**src/rtl/clk_mode_pkg.sv**
```systemverilog
package clk_mode_pkg;
  typedef enum logic [1:0] {
    MODE_RUN  = 2'd0,
    MODE_WAIT = 2'd1,
    MODE_STOP = 2'd2,
    MODE_SELF = 2'd3
  } mode_e;

  typedef struct packed {
    logic osc;
    logic sys;
    logic core;
    logic wdog;
    logic pint;
  } gate_t;
endpackage

```
**src/rtl/clk_mode_fsm.sv**
```systemverilog
module clk_mode_fsm
  import clk_mode_pkg::*;
(
  input  logic  clk_i,
  input  logic  rst_ni,
  input  logic  wait_req_i,
  input  logic  stop_req_i,
  input  logic  wakeup_i,
  input  logic  pstop_sel_i,
  input  logic  loss_act_i,
  input  logic  chk_done_i,
  input  logic  chk_pass_i,
  output mode_e mode_o,
  output logic  pseudo_o,
  output logic  enter_self_o
);
  mode_e mode_q, mode_d;
  logic  pseudo_q;

  always_comb begin
    mode_d = mode_q;
    unique case (mode_q)
      MODE_RUN: begin
        if (loss_act_i)      mode_d = MODE_SELF;
        else if (stop_req_i) mode_d = MODE_STOP;
        else if (wait_req_i) mode_d = MODE_WAIT;
      end
      MODE_WAIT: begin
        if (loss_act_i)    mode_d = MODE_SELF;
        else if (wakeup_i) mode_d = MODE_RUN;
      end
      MODE_STOP: if (wakeup_i) mode_d = MODE_RUN;
      MODE_SELF: if (chk_done_i && chk_pass_i) mode_d = MODE_RUN;
      default:   mode_d = MODE_RUN;
    endcase
  end

  always_ff @(posedge clk_i or negedge rst_ni) begin
    if (!rst_ni) begin
      mode_q   <= MODE_RUN;
      pseudo_q <= 1'b0;
    end else begin
      mode_q <= mode_d;
      // variant captured only on stop entry
      if (mode_q != MODE_STOP && mode_d == MODE_STOP) pseudo_q <= pstop_sel_i;
    end
  end

  assign mode_o       = mode_q;
  assign pseudo_o     = pseudo_q;
  assign enter_self_o = (mode_q != MODE_SELF) && (mode_d == MODE_SELF);

  a_r4_variant_held: assert property (@(posedge clk_i) disable iff (!rst_ni)
    (mode_q == MODE_STOP) |=> (mode_q != MODE_STOP || $stable(pseudo_q)));
  a_r7_wake_to_run: assert property (@(posedge clk_i) disable iff (!rst_ni)
    (mode_q == MODE_STOP && wakeup_i) |=> (mode_q == MODE_RUN));
  a_r8_self_entry: assert property (@(posedge clk_i) disable iff (!rst_ni)
    ((mode_q == MODE_RUN || mode_q == MODE_WAIT) && loss_act_i) |=> (mode_q == MODE_SELF));
  a_r10_pass_exit: assert property (@(posedge clk_i) disable iff (!rst_ni)
    (mode_q == MODE_SELF && chk_done_i && chk_pass_i) |=> (mode_q == MODE_RUN));
endmodule

```
**src/rtl/clk_mode_check_seq.sv**
```systemverilog
module clk_mode_check_seq
  import clk_mode_pkg::*;
(
  input  logic  clk_i,
  input  logic  rst_ni,
  input  mode_e mode_i,
  input  logic  enter_self_i,
  input  logic  clk_loss_i,
  input  logic  loss_armed_i,
  input  logic  chk_done_i,
  input  logic  chk_pass_i,
  output logic  chk_start_o,
  output logic  loss_flag_o
);
  logic start_q, flag_q;
  logic watch_loss, retry;

  assign watch_loss = (mode_i == MODE_RUN) || (mode_i == MODE_WAIT);
  assign retry      = (mode_i == MODE_SELF) && chk_done_i && !chk_pass_i;

  always_ff @(posedge clk_i or negedge rst_ni) begin
    if (!rst_ni) begin
      start_q <= 1'b0;
      flag_q  <= 1'b0;
    end else begin
      start_q <= enter_self_i || retry;
      if (watch_loss && clk_loss_i && !loss_armed_i) flag_q <= 1'b1;
    end
  end

  assign chk_start_o = start_q;
  assign loss_flag_o = flag_q;

  a_r9_single_pulse: assert property (@(posedge clk_i) disable iff (!rst_ni)
    (start_q && !retry) |=> !start_q);
  a_r9_start_in_self: assert property (@(posedge clk_i) disable iff (!rst_ni)
    start_q |-> (mode_i == MODE_SELF));
  a_r11_flag_sticky: assert property (@(posedge clk_i) disable iff (!rst_ni)
    flag_q |=> flag_q);
endmodule

```
**src/rtl/clk_mode_gate_decode.sv**
```systemverilog
module clk_mode_gate_decode
  import clk_mode_pkg::*;
(
  input  mode_e mode_i,
  input  logic  pseudo_i,
  input  logic  sys_wait_dis_i,
  input  logic  core_wait_dis_i,
  input  logic  wdog_run_i,
  input  logic  pint_run_i,
  output gate_t gate_o
);
  always_comb begin
    gate_o = '{osc: 1'b1, sys: 1'b1, core: 1'b1, wdog: 1'b1, pint: 1'b1};
    unique case (mode_i)
      MODE_WAIT: begin
        gate_o.sys  = !sys_wait_dis_i;
        gate_o.core = !core_wait_dis_i;
      end
      MODE_STOP: begin
        gate_o.osc  = pseudo_i;
        gate_o.sys  = 1'b0;
        gate_o.core = 1'b0;
        gate_o.wdog = pseudo_i && wdog_run_i;
        gate_o.pint = pseudo_i && pint_run_i;
      end
      default: ;
    endcase
  end
endmodule

```
**src/rtl/clk_mode_ctrl.sv**
```systemverilog
module clk_mode_ctrl
  import clk_mode_pkg::*;
(
  input  logic clk_i,
  input  logic rst_ni,
  input  logic wait_req_i,
  input  logic stop_req_i,
  input  logic wakeup_i,
  input  logic sys_wait_dis_i,
  input  logic core_wait_dis_i,
  input  logic pstop_sel_i,
  input  logic mon_en_i,
  input  logic self_en_i,
  input  logic wdog_run_i,
  input  logic pint_run_i,
  input  logic clk_loss_i,
  input  logic chk_done_i,
  input  logic chk_pass_i,
  output logic osc_en_o,
  output logic sys_clk_en_o,
  output logic core_clk_en_o,
  output logic wdog_clk_en_o,
  output logic pint_clk_en_o,
  output logic self_clk_o,
  output logic chk_start_o,
  output logic loss_flag_o
);
  mode_e mode;
  logic  pseudo, enter_self, loss_armed, loss_act;
  gate_t gate;

  assign loss_armed = mon_en_i && self_en_i;
  assign loss_act   = clk_loss_i && loss_armed;

  clk_mode_fsm u_fsm (
    .clk_i, .rst_ni, .wait_req_i, .stop_req_i, .wakeup_i, .pstop_sel_i,
    .loss_act_i (loss_act),
    .chk_done_i, .chk_pass_i,
    .mode_o       (mode),
    .pseudo_o     (pseudo),
    .enter_self_o (enter_self)
  );

  clk_mode_check_seq u_chk (
    .clk_i, .rst_ni,
    .mode_i       (mode),
    .enter_self_i (enter_self),
    .clk_loss_i,
    .loss_armed_i (loss_armed),
    .chk_done_i, .chk_pass_i, .chk_start_o, .loss_flag_o
  );

  clk_mode_gate_decode u_dec (
    .mode_i   (mode),
    .pseudo_i (pseudo),
    .sys_wait_dis_i, .core_wait_dis_i, .wdog_run_i, .pint_run_i,
    .gate_o   (gate)
  );

  assign osc_en_o      = gate.osc;
  assign sys_clk_en_o  = gate.sys;
  assign core_clk_en_o = gate.core;
  assign wdog_clk_en_o = gate.wdog;
  assign pint_clk_en_o = gate.pint;
  assign self_clk_o    = (mode == MODE_SELF);

  a_r5_full_stop_dark: assert property (@(posedge clk_i) disable iff (!rst_ni)
    !osc_en_o |-> !(sys_clk_en_o || core_clk_en_o || wdog_clk_en_o || pint_clk_en_o));
  a_r8_self_all_on: assert property (@(posedge clk_i) disable iff (!rst_ni)
    self_clk_o |-> (osc_en_o && sys_clk_en_o && core_clk_en_o && wdog_clk_en_o && pint_clk_en_o));
endmodule

```
**config.mk**
```make
export PLATFORM = sky130hd
export DESIGN_NAME = clk_mode_ctrl
export DESIGN_NICKNAME = d
export VERILOG_FILES = /design/src/rtl/clk_mode_pkg.sv /design/src/rtl/clk_mode_fsm.sv /design/src/rtl/clk_mode_check_seq.sv /design/src/rtl/clk_mode_gate_decode.sv /design/src/rtl/clk_mode_ctrl.sv
export SDC_FILE = /design/constraint.sdc
export NUM_CORES = 1
export LEC_CHECK = 0
export ABC_AREA = 1
export CORE_AREA = 3 3 40 42
export CTS_CLUSTER_DIAMETER = 80
export DETAILED_ROUTE_END_ITERATION = 8
export DIE_AREA = 0 0 43 45
export DONT_BUFFER_PORTS = 1
export GPL_TIMING_DRIVEN = 0
export PLACE_DENSITY_LB_ADDON = 0.1
export REMOVE_ABC_BUFFERS = 1
export SETUP_SLACK_MARGIN = 0.3
export SYNTH_ARGS = -nofsm -noshare
export SYNTH_HDL_FRONTEND = slang
export SYNTH_SLANG_ARGS = --single-unit
```
**constraint.sdc**
```tcl
create_clock -name clk_i -period 1.4 [get_ports clk_i]
set_clock_uncertainty 0.05 [all_clocks]
set_input_delay 0.28 -clock clk_i [delete_from_list [all_inputs] [get_ports clk_i]]
set_output_delay 0.28 -clock clk_i [all_outputs]
set_load 0.02 [all_outputs]
```
* Word-level counts from Yosys, hierarchy flattened
Cells that the tools add are included.
Storage, ports and cells: register bits 5, input bits 15, output and inout bits 8, word-level logic and storage cells 39
Operators by class: equality and inequality tests 7, muxes and demuxes 10, reductions and logical operators 18
Operator list (number):
- 2-bit 2-to-1 mux | 7
- 1-bit logical AND | 11
- 2-bit == test, second input constant | 4
- 2-bit one-hot mux with 4 select lines | 1
- 1-bit logical NOT | 4
- 2-bit inequality test, second input constant | 2
- 2-bit one-hot mux with 2 select lines | 1
- 2-bit by 1-bit == test with 1-bit output, second input constant | 1
- 2-bit logical NOT | 1
- 1-bit logical OR | 2
- 1-bit 2-to-1 mux | 1

* Logic depth before layout (Yosys ltp)
depth after elaboration 7, gate-level depth with buffers 8

* Modules after synthesis
From an unflattened synthesis, not the netlist that was laid out.
Second synthesis, totals: cell total of the unflattened synthesis 72, area total of the unflattened synthesis 425.4 um^2
By module, submodules not included:
- clk_mode_fsm | instances 1, cells each 35, area each 230.2 um^2
- clk_mode_check_seq | instances 1, cells each 13, area each 97.6 um^2
- clk_mode_gate_decode | instances 1, cells each 18, area each 72.6 um^2
- clk_mode_ctrl | instances 1, cells each 6, area each 25.0 um^2

* Worst setup path before layout
No wires, ideal clock.
path type register -> output, start register u_fsm.mode_q[1], in the netlist u_fsm.mode_o[1], end output core_clk_en_o, arrival 1.079 ns, setup slack -0.009 ns, cell stages (with the launch flop) 4, cells stage by stage dfrtp_1 -> inv_1 -> nand2_2 -> o21ai_0
Between the ends: cells in the longest elaborated chain, start to end 2, elaborated cells on any way between the ends 3, classes of those cells 2 x eq/ne; 1 x mux
Ends and longest elaborated chain:
- from (decl) | line clk_mode_fsm.sv:17 | mode_e mode_q, mode_d;
- from (signal assigned) | line clk_mode_fsm.sv:43 | mode_q <= mode_d;
- 2-bit == test or 2-bit by 1-bit == test with 1-bit output (tied branches) | line clk_mode_gate_decode.sv:14 | unique case (mode_i)
- 2-bit one-hot mux with 2 select lines (*) | line clk_mode_gate_decode.sv:14
- to (decl) | line clk_mode_ctrl.sv:21 | output logic core_clk_en_o,
Mark *: on every way between the ends. The rest lies on a longest branch, timed or not.

* Worst setup path in the final report
Ends and elaborated chain as after synthesis.

==> summary.txt <==
Power and ir drop
  • Max VDD drop: 0.000854 V
  • P_int: 0.697 mW
  • Logic pwr share: just under 70%
  • Leak: 0.286 nW
  • Final Power: between 1 and 1.5 mW
  • Sequential Power Share: a little under a fifth
  • Switching Power: around 0.71 mW
  • PD cells: between 2000 and 3000 nW/um^2
  • Sw Ratio: 50.5%
  • Clock share of power: 11.3%

Finish
  • Layout cell share with drive strength beyond 1: 42.6%
  • Most frequent cells in the layout: 18 x nand2_1, 6 x nand3_1, 6 x buf_4
  • Syn-to-layout area delta: 50.7%
  • Final net count: 84
  • Fillers: 150
  • Commonest non-fill, non-tap cell in the layout: nand2_1
  • Util after Layout: 42.8%
  • Antenna Cells: 0

Route
  • Wire length per cell: 10.7 um
  • Detailed Route WL: ~890 um
  • DR vias: 370
  • DR pass1 iterations: 2
  • Vias per std cell: 4.46
  • DRC Markers: 0
  • Routed Antenna Nets: 0
  • Initial DRC count: 2

Clock tree
  • H-tree levels: 1
  • CTS Sinks: 5
  • Skew-Pair Late Insertion Delay: 0.24 ns
  • TritonCTS clock tree: done
  • Total CTS buffers: 3
  • Clock slew at reported path FFs: 0.04 ns
  • CTS Root Cell: clkbuf_4
  • Clk buf depth: 2

GRT
  • Grt ovf: 0
  • Initial antenna violation count: 0
  • First-pass GRT wire length: 1370 um
  • Largest net degree at the start of global routing: 6
  • Total track usage: 9.63%
  • Number of global-route vias before repair: 362

Place
  • # port buffers: 0
  • HPWL after DPL: ~700 um
  • GPL Wtd Cong: a little over 0.7

Setup path
  • CP Class: reg2out
  • Worst r2r path cells: 8
  • Arrival @ worst endpoint: roughly 1.1 ns
  • CP Buf/Inv Count: 1
  • CP delay by family, top: flip-flops
  • Critical Path Sink Type: output port
  • Critical-path cell list: inv_2 -> nand2_8 -> o21ai_4
  • Worst Path Required: 1.07 ns
  • CP startpoint kind: flip-flop
  • Critical path depth in cells: 3
  • Crit-path slowest cell: dfrtp_1
  • Slowest stage delay, CP: ~0.39 ns
  • Crit-path max FO: 4

Job
  • Max-Cap Viols: 0

Outcome
  • Status: finished, violations left
  • Failing checks: setup timing

Floorplanning
  • Ports: 23
  • Die H: about 45 um
  • Initial Util: 28.4%
  • Die X: 43 um
  • Cell Rows: 13
  • CORE AREA: 1280 um^2
  • Die Area: 1940 um^2

Logic synthesis
  • Mean Syn Cell Area: roughly 6.6 um^2
  • Cells after synthesis: 55
  • Distinct cells, synth: 14
  • Post-synth top area cell: dfrtp_1
  • Post-synth top area share: 34.2%
  • Area contributors post-synth: dfrtp_1 34%, nand2_1 20%, nand3_1 8.2%
  • Seq/Total Area, Yosys: 34.2%
  • Flop and latch count out of synthesis: 5
  • Yosys warns: 0
  • Cell Area, Synth: 365 um^2

Timing
  • Setup slack after layout: -0.0201 ns
  • Fmax: 704 MHz
  • Max transition margin: 85.0%
  • Worst Max-Slew Pin Slew: 0.224 ns
  • Final worst path period share: 101%
  • Minimum clock period: 1.42 ns
  • Hold WS: 0.0669 ns
  • Final Hold Vio Count: 0
  • Final Max Slew Viols: 0
  • RSZ-0062 raised after global routing: yes
  • Setup-failing EPs final: 2

Hold path
  • Hold path cells: 1
  • Hold crit path type: in2reg
==> area by class of cell <==
type / count / area (um^2) / area share, %
well taps: 15 / 18.8 / 3.41
inverters: 9 / 38.8 / 7.05
multi-input cells: 41 / 263 / 47.7
flip-flops and latches: 5 / 126 / 23.0
repair buffers: 9 / 77.6 / 14.1
clock buffers: 4 / 26.3 / 4.77
==> cells in the mapped netlist, drive strengths merged <==
cell	n
nand2	23
a31o	1
o21ai	4
nand3	7
inv	9
o21bai	1
dfrtp	5
nor2	5
==> sequential cells by signal, summed over array words and instances, names as in the netlist <==
register / flops
u_fsm.mode_o: 2
u_chk.chk_start_o: 1
u_chk.loss_flag_o: 1
u_fsm.pseudo_o: 1
==> routing by layer <==
metal,global-route usage (%),part of all wire (%),up-vias
met5,0,0,-
met4,7.23,0,0
met3,1.59,7.5,0
met2,14.4,47,13
met1,12.5,45,159
li1,-,-,198
==> cells by family after synthesis <==
group,count (synthesis),synth area share (%)
compound gates,6,12.0
buf+inv,9,9.25
flops,5,34.2
simple gates,35,44.5
==> timing repair <==
action | in CTS | in global routing
resized for setup | 15 | 5
gates cloned | 0 | 0
hold endpoints to repair | 5 | 0
setup endpoints to repair | 9 | 10
pin swaps | 3 | 6
setup buffers | 5 | 3
hold buffers | 1 | 0
==> worst paths after layout <==
check / from / endpoint / slack (ns)
setup reg to reg: u_fsm.mode_o[0] / u_fsm.pseudo_o / 0.04
setup / recovery: u_fsm.mode_o[1] / core_clk_en_o / -0.02
hold / removal: chk_pass_i / u_chk.chk_start_o / 0.07
hold reg to reg: u_chk.loss_flag_o / u_chk.loss_flag_o / 0.58
max in group asynchronous: rst_ni / u_fsm.mode_o[0] / 0.81
min in group asynchronous: rst_ni / u_chk.chk_start_o / 0.28
==> power groups by stage <==
stage	clock network [mW]	registers, mW	logic (mW)
CTS	0.169	0.271	0.857
global route	0.172	0.280	1.07
floorplan	0	0.268	0.509
global placement	0	0.286	0.585
detailed placement	0	0.283	0.581
finish	0.160	0.270	0.980
==> per-stage QoR <==
stage | cells | TNS [ns] | area (um^2) | setup slack, ns
after floorplan | 55 | -0.0184 | 365 | -0.00921
after global placement | 70 | -0.230 | 384 | -0.115
after detailed placement | 70 | -0.220 | 384 | -0.112
after CTS | 80 | -0.00358 | 504 | -0.00358
after global routing | 83 | -0.187 | 551 | -0.0677
final | 83 | -0.0334 | 551 | -0.0201
(Power assumes the default switching activity.)
